===== src/rtl/cmd_demux_pkg.sv =====
package cmd_demux_pkg;
   typedef enum logic {
      ST_WAIT_ID  = 1'b0,
      ST_COLLECT  = 1'b1
   } route_st_t;
endpackage


===== src/rtl/word_decoder.sv =====
module word_decoder #(
   parameter int WORD_W   = 32,
   parameter int BYTE_W   = 8,
   parameter int BYTE_LSB = 2,
   parameter int FLAG_BIT = 1
) (
   input  logic [WORD_W-1:0] word_i,
   input  logic              stb_i,
   output logic [BYTE_W-1:0] byte_o,
   output logic              accept_o
);
   localparam logic [WORD_W-1:0] BYTE_MASK =
      {{(WORD_W-BYTE_W){1'b0}}, {BYTE_W{1'b1}}} << BYTE_LSB;
   localparam logic [WORD_W-1:0] FLAG_MASK =
      {{(WORD_W-1){1'b0}}, 1'b1} << FLAG_BIT;
   localparam logic [WORD_W-1:0] USED_MASK = BYTE_MASK | FLAG_MASK;

   if (BYTE_LSB + BYTE_W > WORD_W) begin : g_bad_field
      $error("byte field does not fit in the word");
   end
   if (FLAG_BIT >= BYTE_LSB && FLAG_BIT < BYTE_LSB + BYTE_W) begin : g_bad_flag
      $error("flag bit overlaps the byte field");
   end

   logic reserved_set;

   always_comb begin
      byte_o       = word_i[BYTE_LSB +: BYTE_W];
      reserved_set = |(word_i & ~USED_MASK);
      accept_o     = stb_i & word_i[FLAG_BIT] & ~reserved_set;
   end
endmodule


===== src/rtl/route_fsm.sv =====
module route_fsm
   import cmd_demux_pkg::*;
#(
   parameter int              NUM_CAM  = 4,
   parameter int              BYTE_W   = 8,
   parameter logic [BYTE_W-1:0] EOC_CODE = 8'h0D,
   localparam int             IDW      = $clog2(NUM_CAM)
) (
   input  logic              clk,
   input  logic              rst_n,
   input  logic              accept_i,
   input  logic [BYTE_W-1:0] byte_i,
   output logic              wr_req_o,
   output logic [IDW-1:0]    sel_o
);
   if (NUM_CAM < 2) begin : g_bad_cnt
      $error("at least two cameras are needed");
   end
   if (BYTE_W > 31) begin : g_bad_bw
      $error("byte width too large for the ID compare");
   end

   route_st_t st_q, st_d;
   logic [IDW-1:0] sel_q, sel_d;

   always_comb begin
      st_d     = st_q;
      sel_d    = sel_q;
      wr_req_o = 1'b0;
      case (st_q)
         ST_WAIT_ID: begin
            if (accept_i && (int'(byte_i) < NUM_CAM)) begin
               sel_d = byte_i[IDW-1:0];
               st_d  = ST_COLLECT;
            end
         end
         ST_COLLECT: begin
            if (accept_i) begin
               wr_req_o = 1'b1;
               if (byte_i == EOC_CODE) st_d = ST_WAIT_ID;
            end
         end
         default: st_d = ST_WAIT_ID;
      endcase
   end

   always_ff @(posedge clk) begin
      if (!rst_n) begin
         st_q  <= ST_WAIT_ID;
         sel_q <= '0;
      end else begin
         st_q  <= st_d;
         sel_q <= sel_d;
      end
   end

   assign sel_o = sel_q;
endmodule


===== src/rtl/lane_writer.sv =====
module lane_writer #(
   parameter int BYTE_W = 8,
   parameter int IDW    = 2,
   parameter int LANE   = 0
) (
   input  logic              clk,
   input  logic              rst_n,
   input  logic              wr_req_i,
   input  logic [IDW-1:0]    sel_i,
   input  logic [BYTE_W-1:0] byte_i,
   input  logic              full_i,
   output logic              wr_o,
   output logic [BYTE_W-1:0] data_o,
   output logic              ovf_o
);
   logic hit;

   always_comb hit = wr_req_i && (sel_i == IDW'(LANE));

   always_ff @(posedge clk) begin
      if (!rst_n) begin
         wr_o   <= 1'b0;
         data_o <= '0;
         ovf_o  <= 1'b0;
      end else begin
         wr_o <= hit && !full_i;
         if (hit) data_o <= byte_i;
         if (hit && full_i) ovf_o <= 1'b1;
      end
   end
endmodule


===== src/rtl/cam_cmd_demux.sv =====
module cam_cmd_demux #(
   parameter int              NUM_CAM  = 4,
   parameter int              WORD_W   = 32,
   parameter int              BYTE_W   = 8,
   parameter int              BYTE_LSB = 2,
   parameter int              FLAG_BIT = 1,
   parameter logic [BYTE_W-1:0] EOC_CODE = 8'h0D
) (
   input  logic                      clk,
   input  logic                      rst_n,
   input  logic [WORD_W-1:0]         word_i,
   input  logic                      word_stb_i,
   input  logic [NUM_CAM-1:0]        fifo_full_i,
   output logic [NUM_CAM-1:0]        fifo_wr_o,
   output logic [NUM_CAM*BYTE_W-1:0] fifo_data_o,
   output logic [NUM_CAM-1:0]        ovf_o
);
   localparam int IDW = $clog2(NUM_CAM);

   logic [BYTE_W-1:0] byte_w;
   logic              accept_w;
   logic              wr_req_w;
   logic [IDW-1:0]    sel_w;

   word_decoder #(
      .WORD_W(WORD_W), .BYTE_W(BYTE_W),
      .BYTE_LSB(BYTE_LSB), .FLAG_BIT(FLAG_BIT)
   ) u_dec (
      .word_i(word_i), .stb_i(word_stb_i),
      .byte_o(byte_w), .accept_o(accept_w)
   );

   route_fsm #(
      .NUM_CAM(NUM_CAM), .BYTE_W(BYTE_W), .EOC_CODE(EOC_CODE)
   ) u_fsm (
      .clk(clk), .rst_n(rst_n), .accept_i(accept_w), .byte_i(byte_w),
      .wr_req_o(wr_req_w), .sel_o(sel_w)
   );

   for (genvar k = 0; k < NUM_CAM; k++) begin : g_lane
      lane_writer #(
         .BYTE_W(BYTE_W), .IDW(IDW), .LANE(k)
      ) u_lane (
         .clk(clk), .rst_n(rst_n), .wr_req_i(wr_req_w), .sel_i(sel_w),
         .byte_i(byte_w), .full_i(fifo_full_i[k]),
         .wr_o(fifo_wr_o[k]), .data_o(fifo_data_o[k*BYTE_W +: BYTE_W]),
         .ovf_o(ovf_o[k])
      );
   end
endmodule


===== config.mk =====
export PLATFORM = sky130hd
export DESIGN_NAME = cam_cmd_demux
export DESIGN_NICKNAME = d
export VERILOG_FILES = /design/src/rtl/cmd_demux_pkg.sv /design/src/rtl/word_decoder.sv /design/src/rtl/route_fsm.sv /design/src/rtl/lane_writer.sv /design/src/rtl/cam_cmd_demux.sv
export SDC_FILE = /design/constraint.sdc
export NUM_CORES = 1
export LEC_CHECK = 0
export ABC_AREA = 0
export BUFFER_PORTS_ARGS = -buffer_cell sky130_fd_sc_hd__buf_2
export CAP_MARGIN = 20
export CELL_PAD_IN_SITES_DETAIL_PLACEMENT = 1
export CELL_PAD_IN_SITES_GLOBAL_PLACEMENT = 2
export CORE_MARGIN = 5
export CORE_UTILIZATION = 27
export DETAILED_ROUTE_END_ITERATION = 10
export PLACE_DENSITY = 0.76
export SYNTH_ARGS = -nofsm -noshare
export SYNTH_HDL_FRONTEND = slang
export SYNTH_HIERARCHICAL = 1
export SYNTH_SLANG_ARGS = --single-unit

===== constraint.sdc =====
create_clock -name clk -period 2.2 [get_ports clk]
set_input_delay 0.55 -clock clk [delete_from_list [all_inputs] [get_ports clk]]
set_output_delay 0.55 -clock clk [all_outputs]
set_load 0.02 [all_outputs]

Word level (Yosys, flattened, before mapping)
Index checks and enable logic that the tools add are counted.
W data, S select, Z words.
{"block": "op_classes", "addsub": 0, "multipliers": 0, "div_mod_pow": 0, "n_lt_le_gt_ge": 1, "n_eq_ne": 4, "shifts": 0, "n_mux": 6, "bitwise_logic": 4, "n_reduce_logical": 20}
{"operator": "$reduce_or A23 Y1", "count": 1}
{"operator": "$logic_and A1 B1 Y1", "count": 13}
{"operator": "$eq A8 B4 Y1 const B", "count": 1}
{"operator": "$lt A8 B3 Y1 const B", "count": 1}
{"operator": "$mux W1", "count": 5}
{"operator": "$eq A2 B2 Y1 const B", "count": 2}
{"operator": "$logic_not A1 Y1", "count": 4}
{"operator": "$and A1 B1 Y1", "count": 2}
{"operator": "$eq A2 B1 Y1 const B", "count": 1}
{"operator": "$logic_not A2 Y1", "count": 1}
{"operator": "$not A1 Y1", "count": 2}
{"operator": "$pmux W1 S2", "count": 1}
{"operator": "$reduce_and A2 Y1", "count": 1}
{"block": "totals", "ff_bits": 43, "latchBits": 0, "mem_bits_rw": 0, "rom_bits": 0, "in_bits": 39, "memories": 0}

Longest topological paths before layout
{"block": "depth", "depth_word": 7, "ltp_mapped": 7, "mapped_depth_nobuf": 6}

Hierarchy
The synthesis kept the hierarchy.
{"module": "lane_writer (g_lane[1].u_lane ...)", "instances": 2, "cells_each": 41, "area_each_um2": 399.1, "seq_area_each_um2": 200.2}
{"module": "lane_writer (g_lane[0].u_lane)", "instances": 1, "cells_each": 41, "area_each_um2": 402.9, "seq_area_each_um2": 200.2}
{"module": "lane_writer (g_lane[3].u_lane)", "instances": 1, "cells_each": 41, "area_each_um2": 396.6, "seq_area_each_um2": 200.2}
{"module": "route_fsm", "instances": 1, "cells_each": 17, "area_each_um2": 160.2, "seq_area_each_um2": 60.1}
{"module": "word_decoder", "instances": 1, "cells_each": 19, "area_each_um2": 122.6, "seq_area_each_um2": 0.0}

Least setup slack after synthesis
OpenSTA, ideal clock, no wires.
{"block": "synth_timing", "path_type": "input port to flip-flop", "start": "in word_i[12]", "end": "reg g_lane[0].u_lane.data_o[0]", "setup_time_ns": 0.072, "t_arrival_ns": 1.804, "required_time_ns": 2.128, "slack_ns": 0.325, "path_stages": 7, "path_buffers": 1, "cell_sequence": "nor4_1 nand4_1 nor3_2 and2_1 nor3b_2 buf_6 mux2i_1"}
{"block": "synth_via", "elab_chain_cells": 6}
{"item": "start: declaration", "line": "cam_cmd_demux.sv:11", "source": "input logic [WORD_W-1:0] word_i,"}
{"item": "$reduce_or A23 Y1", "line": "word_decoder.sv:29", "source": "reserved_set = |(word_i & ~USED_MASK);"}
{"item": "$not A1 Y1", "line": "word_decoder.sv:30", "source": "accept_o = stb_i & word_i[FLAG_BIT] & ~reserved_set;"}
{"item": "$and A1 B1 Y1", "line": "word_decoder.sv:30"}
{"item": "via accept_w", "line": "cam_cmd_demux.sv:21", "source": "logic accept_w;"}
{"item": "$mux W1", "line": "route_fsm.sv:38", "source": "if (accept_i) begin"}
{"item": "$mux W1", "line": "route_fsm.sv:30", "source": "case (st_q)"}
{"item": "via wr_req_w", "line": "cam_cmd_demux.sv:22", "source": "logic wr_req_w;"}
{"item": "$logic_and A1 B1 Y1", "line": "lane_writer.sv:18", "source": "always_comb hit = wr_req_i && (sel_i == IDW'(LANE));"}
{"item": "end signal: assignment", "line": "lane_writer.sv:27", "source": "if (hit) data_o <= byte_i;"}
{"item": "end: declaration", "line": "lane_writer.sv:13", "source": "output logic [BYTE_W-1:0] data_o,"}
The timed path passes the listed nets, and every way through them passes these cells.
A chain may end at the register's enable or synchronous reset.

Final worst setup path
{"block": "layout_timing", "start": "in word_i[12]", "end": "reg g_lane[0].u_lane.data_o[1]"}
Same word-level chain as after synthesis.

==> flow_metrics.env <==
export IMPL_result_of_the_run="finished clean"
export IMPL_filler_cell_count=835
export IMPL_power_per_cell_area_nw_per_um2=618.9
export IMPL_wl_per_cell_um=13.68
export IMPL_total_power_mw=1.523
export IMPL_routed_wirelength_um=5075
export IMPL_floorplan_io_pins=79
export IMPL_drt_pre_antenna_iters=4
export IMPL_pin_count_of_the_biggest_net_entering_global_routing=32
export IMPL_crit_type="input pin to register"
export IMPL_whs_ns=0.4549
export IMPL_synth_most_common_cell="sky130_fd_sc_hd__nand2_1"
export IMPL_clockRootBuffer="sky130_fd_sc_hd__clkbuf_8"
export IMPL_worst_pin_slew_ns=0.5469
export IMPL_die_width_um=93.46
export IMPL_adder_cell_area_share_of_the_yosys_netlist_pct=0
export IMPL_synth_top_cells_by_count="sky130_fd_sc_hd__nand2_1 (70), sky130_fd_sc_hd__dfxtp_1 (43), sky130_fd_sc_hd__mux2i_1 (34)"
export IMPL_leakagePower_nw=1.107
export IMPL_fin_setup_tns_ns=0
export IMPL_cp_start_kind="input pin"
export IMPL_hp_class="register to register"
export IMPL_fin_crit_ns=1.809
export IMPL_crit_arrival_ns=2.04
export IMPL_areaGrowthSynthToFinish_pct=30.87
export IMPL_crit_path_max_incr_delay_ns=0.25
export IMPL_core_region_um2=6794
export IMPL_syn_avg_cell_area_um2=9.403
export IMPL_finalNetCount=313
export IMPL_area_of_the_mapped_netlist_um2=1881
export IMPL_timing_critical_path_required_ns=2.43
export IMPL_final_layout_size_suffix_gt1_share_pct=36.36
export IMPL_yosys_most_used_dff="sky130_fd_sc_hd__dfxtp_1"
export IMPL_grt_remaining_overflow=0
export IMPL_clk_pin_slew_ns=0.09
export IMPL_cts_htree_levels=2
export IMPL_post_synth_and_or_nand_nor_area_fraction_pct=25.02
export IMPL_first_global_vias=1614
export IMPL_cts_repair_resize_count=0
export IMPL_cts_inserted_buffers=5
export IMPL_wire_length_of_the_first_global_routing_pass_um=8010
export IMPL_cts_tree="done"
export IMPL_remaining_drc_errors=0
export IMPL_post_cts_setup_buffers=0
export IMPL_worst_skew_pair_late_latency_ns=0.29
export IMPL_cts_hold_buffers_added=0
export IMPL_synth_seq_area_share_pct=45.78
export IMPL_layout_worst_path_cycle_share_pct=82.22
export IMPL_max_clock_freq_mhz=552.8
export IMPL_sequential_cell_area_um2=860.8
export IMPL_antenna_found_initial=0
export IMPL_setup_viol=0
export IMPL_synth_top_cells_by_area="sky130_fd_sc_hd__dfxtp_1 (46%), sky130_fd_sc_hd__mux2i_1 (18%), sky130_fd_sc_hd__nand2_1 (14%)"
export IMPL_multiInputGateArea_um2=854.6
export IMPL_port_buffers=78
export IMPL_synth_seq_cells=43
export IMPL_post_synth_num_cell_types=24
export IMPL_clock_skew_ns=0.01203
export IMPL_routed_via_density=4.372
export IMPL_global_placement_routability_congestion=0.7214
export IMPL_routed_via_count=1622
export IMPL_worst_slew_margin_rel_pct=63.54
export IMPL_post_synth_top_area_fraction_pct=45.78
export IMPL_synth_top_family_by_area="simple AND/OR/NAND/NOR gates"
export IMPL_synth_compound_area_share_pct=2.329
export IMPL_cts_sinks=43
export IMPL_synth_edff_count=0
export IMPL_yosys_area_top_type="sky130_fd_sc_hd__dfxtp_1"
export IMPL_initialDrtViolationCount=40
export IMPL_worst_path_max_fanout=10
export IMPL_ctsLongestPathBuffers=2
export IMPL_synthesis_instances=200
export IMPL_share_of_the_synthesized_netlist_area_taken_by_xor_and_xnor_gates_pct=0
export IMPL_die_height_um=93.46
export IMPL_synth_nets=239
export IMPL_post_dp_hpwl_um=3751
export IMPL_antenna_cells_inserted=0
export IMPL_synth_area_mux_share_pct=18.10
export IMPL_async_reset_ff_share_pct=0
export IMPL_synthesis_yosys_warnings=6
export IMPL_cp_cell_sequence="buf_2 > nor4_1 > nand4_1 > nor3_2 > and2_1 > nor3b_2 > buf_4 > mux2i_1"
export IMPL_cp_end_kind="register"
export IMPL_initial_utilization_pct=27.68
export IMPL_die_area_um2=8734
export IMPL_cap_viol_max_count=0
export IMPL_global_route_usage_total_pct=11.94
export IMPL_report_final_slew_viol_count=0
export IMPL_rsz0062_at_grt="no"
export IMPL_worst_ir_drop_vdd_mv=0.2041
export IMPL_report_final_hold_viol_count=0
export IMPL_drt_antenna_violating_nets=0
export IMPL_timing_critical_path_slowest_stage_cell="sky130_fd_sc_hd__nor4_1"
export IMPL_site_row_count=30
[routing by layer]
layer  GRT usage, %  vias up  wire (um)
li1               -      806          -
met1          15.47      756       2368
met2          18.76       58       2283
met3          4.344        2        398
met4          2.930        0         24
met5              0        -          0
[cells in the final DEF, fill, tap and decap left out, types with 2 or more instances in the layout]
cell,instances
sky130_fd_sc_hd__buf_12,4
sky130_fd_sc_hd__and3b_1,6
sky130_fd_sc_hd__and2_1,3
sky130_fd_sc_hd__nor4_1,4
sky130_fd_sc_hd__buf_2,78
sky130_fd_sc_hd__a22o_1,3
sky130_fd_sc_hd__dfxtp_1,43
sky130_fd_sc_hd__clkbuf_8,6
sky130_fd_sc_hd__nor2_1,2
sky130_fd_sc_hd__mux2i_1,34
sky130_fd_sc_hd__nor3_1,2
sky130_fd_sc_hd__buf_4,5
sky130_fd_sc_hd__nand2_1,70
[power breakdown]
group            switching, mW  total [mW]  internal (mW)  leakage [nW]
sequential     0.0000000000540       0.777          0.777         0.346
clock                    0.276       0.643          0.368        0.0612
combinational           0.0591       0.102         0.0431         0.700
[kinds of logic after synthesis]
| group | after synthesis |
|---|---|
| buffers and inverters | 20 |
| DFF | 43 |
| muxes | 34 |
| and+or+nand+nor | 98 |
| AOI/OAI and AO/OA | 5 |
[metrics by stage]
| step | setup slack (ns) | util, % | instance area (um^2) | instances |
|---|---|---|---|---|
| 6_report | 0.3911 | 36.22 | 2461 | 371 |
| 5_1_grt | 0.1938 | 36.22 | 2461 | 371 |
| 4_1_cts | 0.3622 | 36.22 | 2461 | 371 |
| 3_5_place_dp | 0.06049 | 34.49 | 2344 | 363 |
| 3_3_place_gp | 0.09830 | 34.49 | 2344 | 363 |
| 2_1_floorplan | 0.3246 | - | 1881 | 200 |
[sequential cells by signal, summed over array words and instances, names as in the netlist]
signal and cells:
u_fsm/st_q 1, g_lane.u_lane/ovf_o 4, g_lane.u_lane/wr_o 4, u_fsm/sel_o 2, g_lane.u_lane/data_o 32
[critical path, delay by kind of cell]
| kind | cells | cell delay [ns] |
|---|---|---|
| buffers and inverters | 2 | 0.31 |
| multiplexers | 1 | 0.20 |
| AND/OR/NAND/NOR | 5 | 0.97 |
[worst paths after layout]
| kind | startpoint | to | slack, ns | depth (start not counted) |
|---|---|---|---|---|
| worst min-delay path | g_lane[1].u_lane/data_o[6]$_SDFFE_PN0P_ | g_lane[1].u_lane/data_o[6]$_SDFFE_PN0P_ | 0.45 | 2 |
| worst min register to register | g_lane[1].u_lane/data_o[6]$_SDFFE_PN0P_ | g_lane[1].u_lane/data_o[6]$_SDFFE_PN0P_ | 0.45 | 2 |
| worst max-delay path | word_i[12] | g_lane[0].u_lane/data_o[1]$_SDFFE_PN0P_ | 0.39 | 8 |
| worst max register to register | u_fsm/st_q$_SDFF_PN0_ | g_lane[0].u_lane/data_o[1]$_SDFFE_PN0P_ | 0.95 | 4 |
[final cells by class]
class                   instances  area share (%)
repair buffers                 87           20.64
multi-input cells             137           34.72
clock inverters                 2           1.423
well taps                      96           4.881
clock buffers                   6           3.355
flip-flops and latches         43           34.98
No activity file was read; power rests on OpenSTA's default activity.
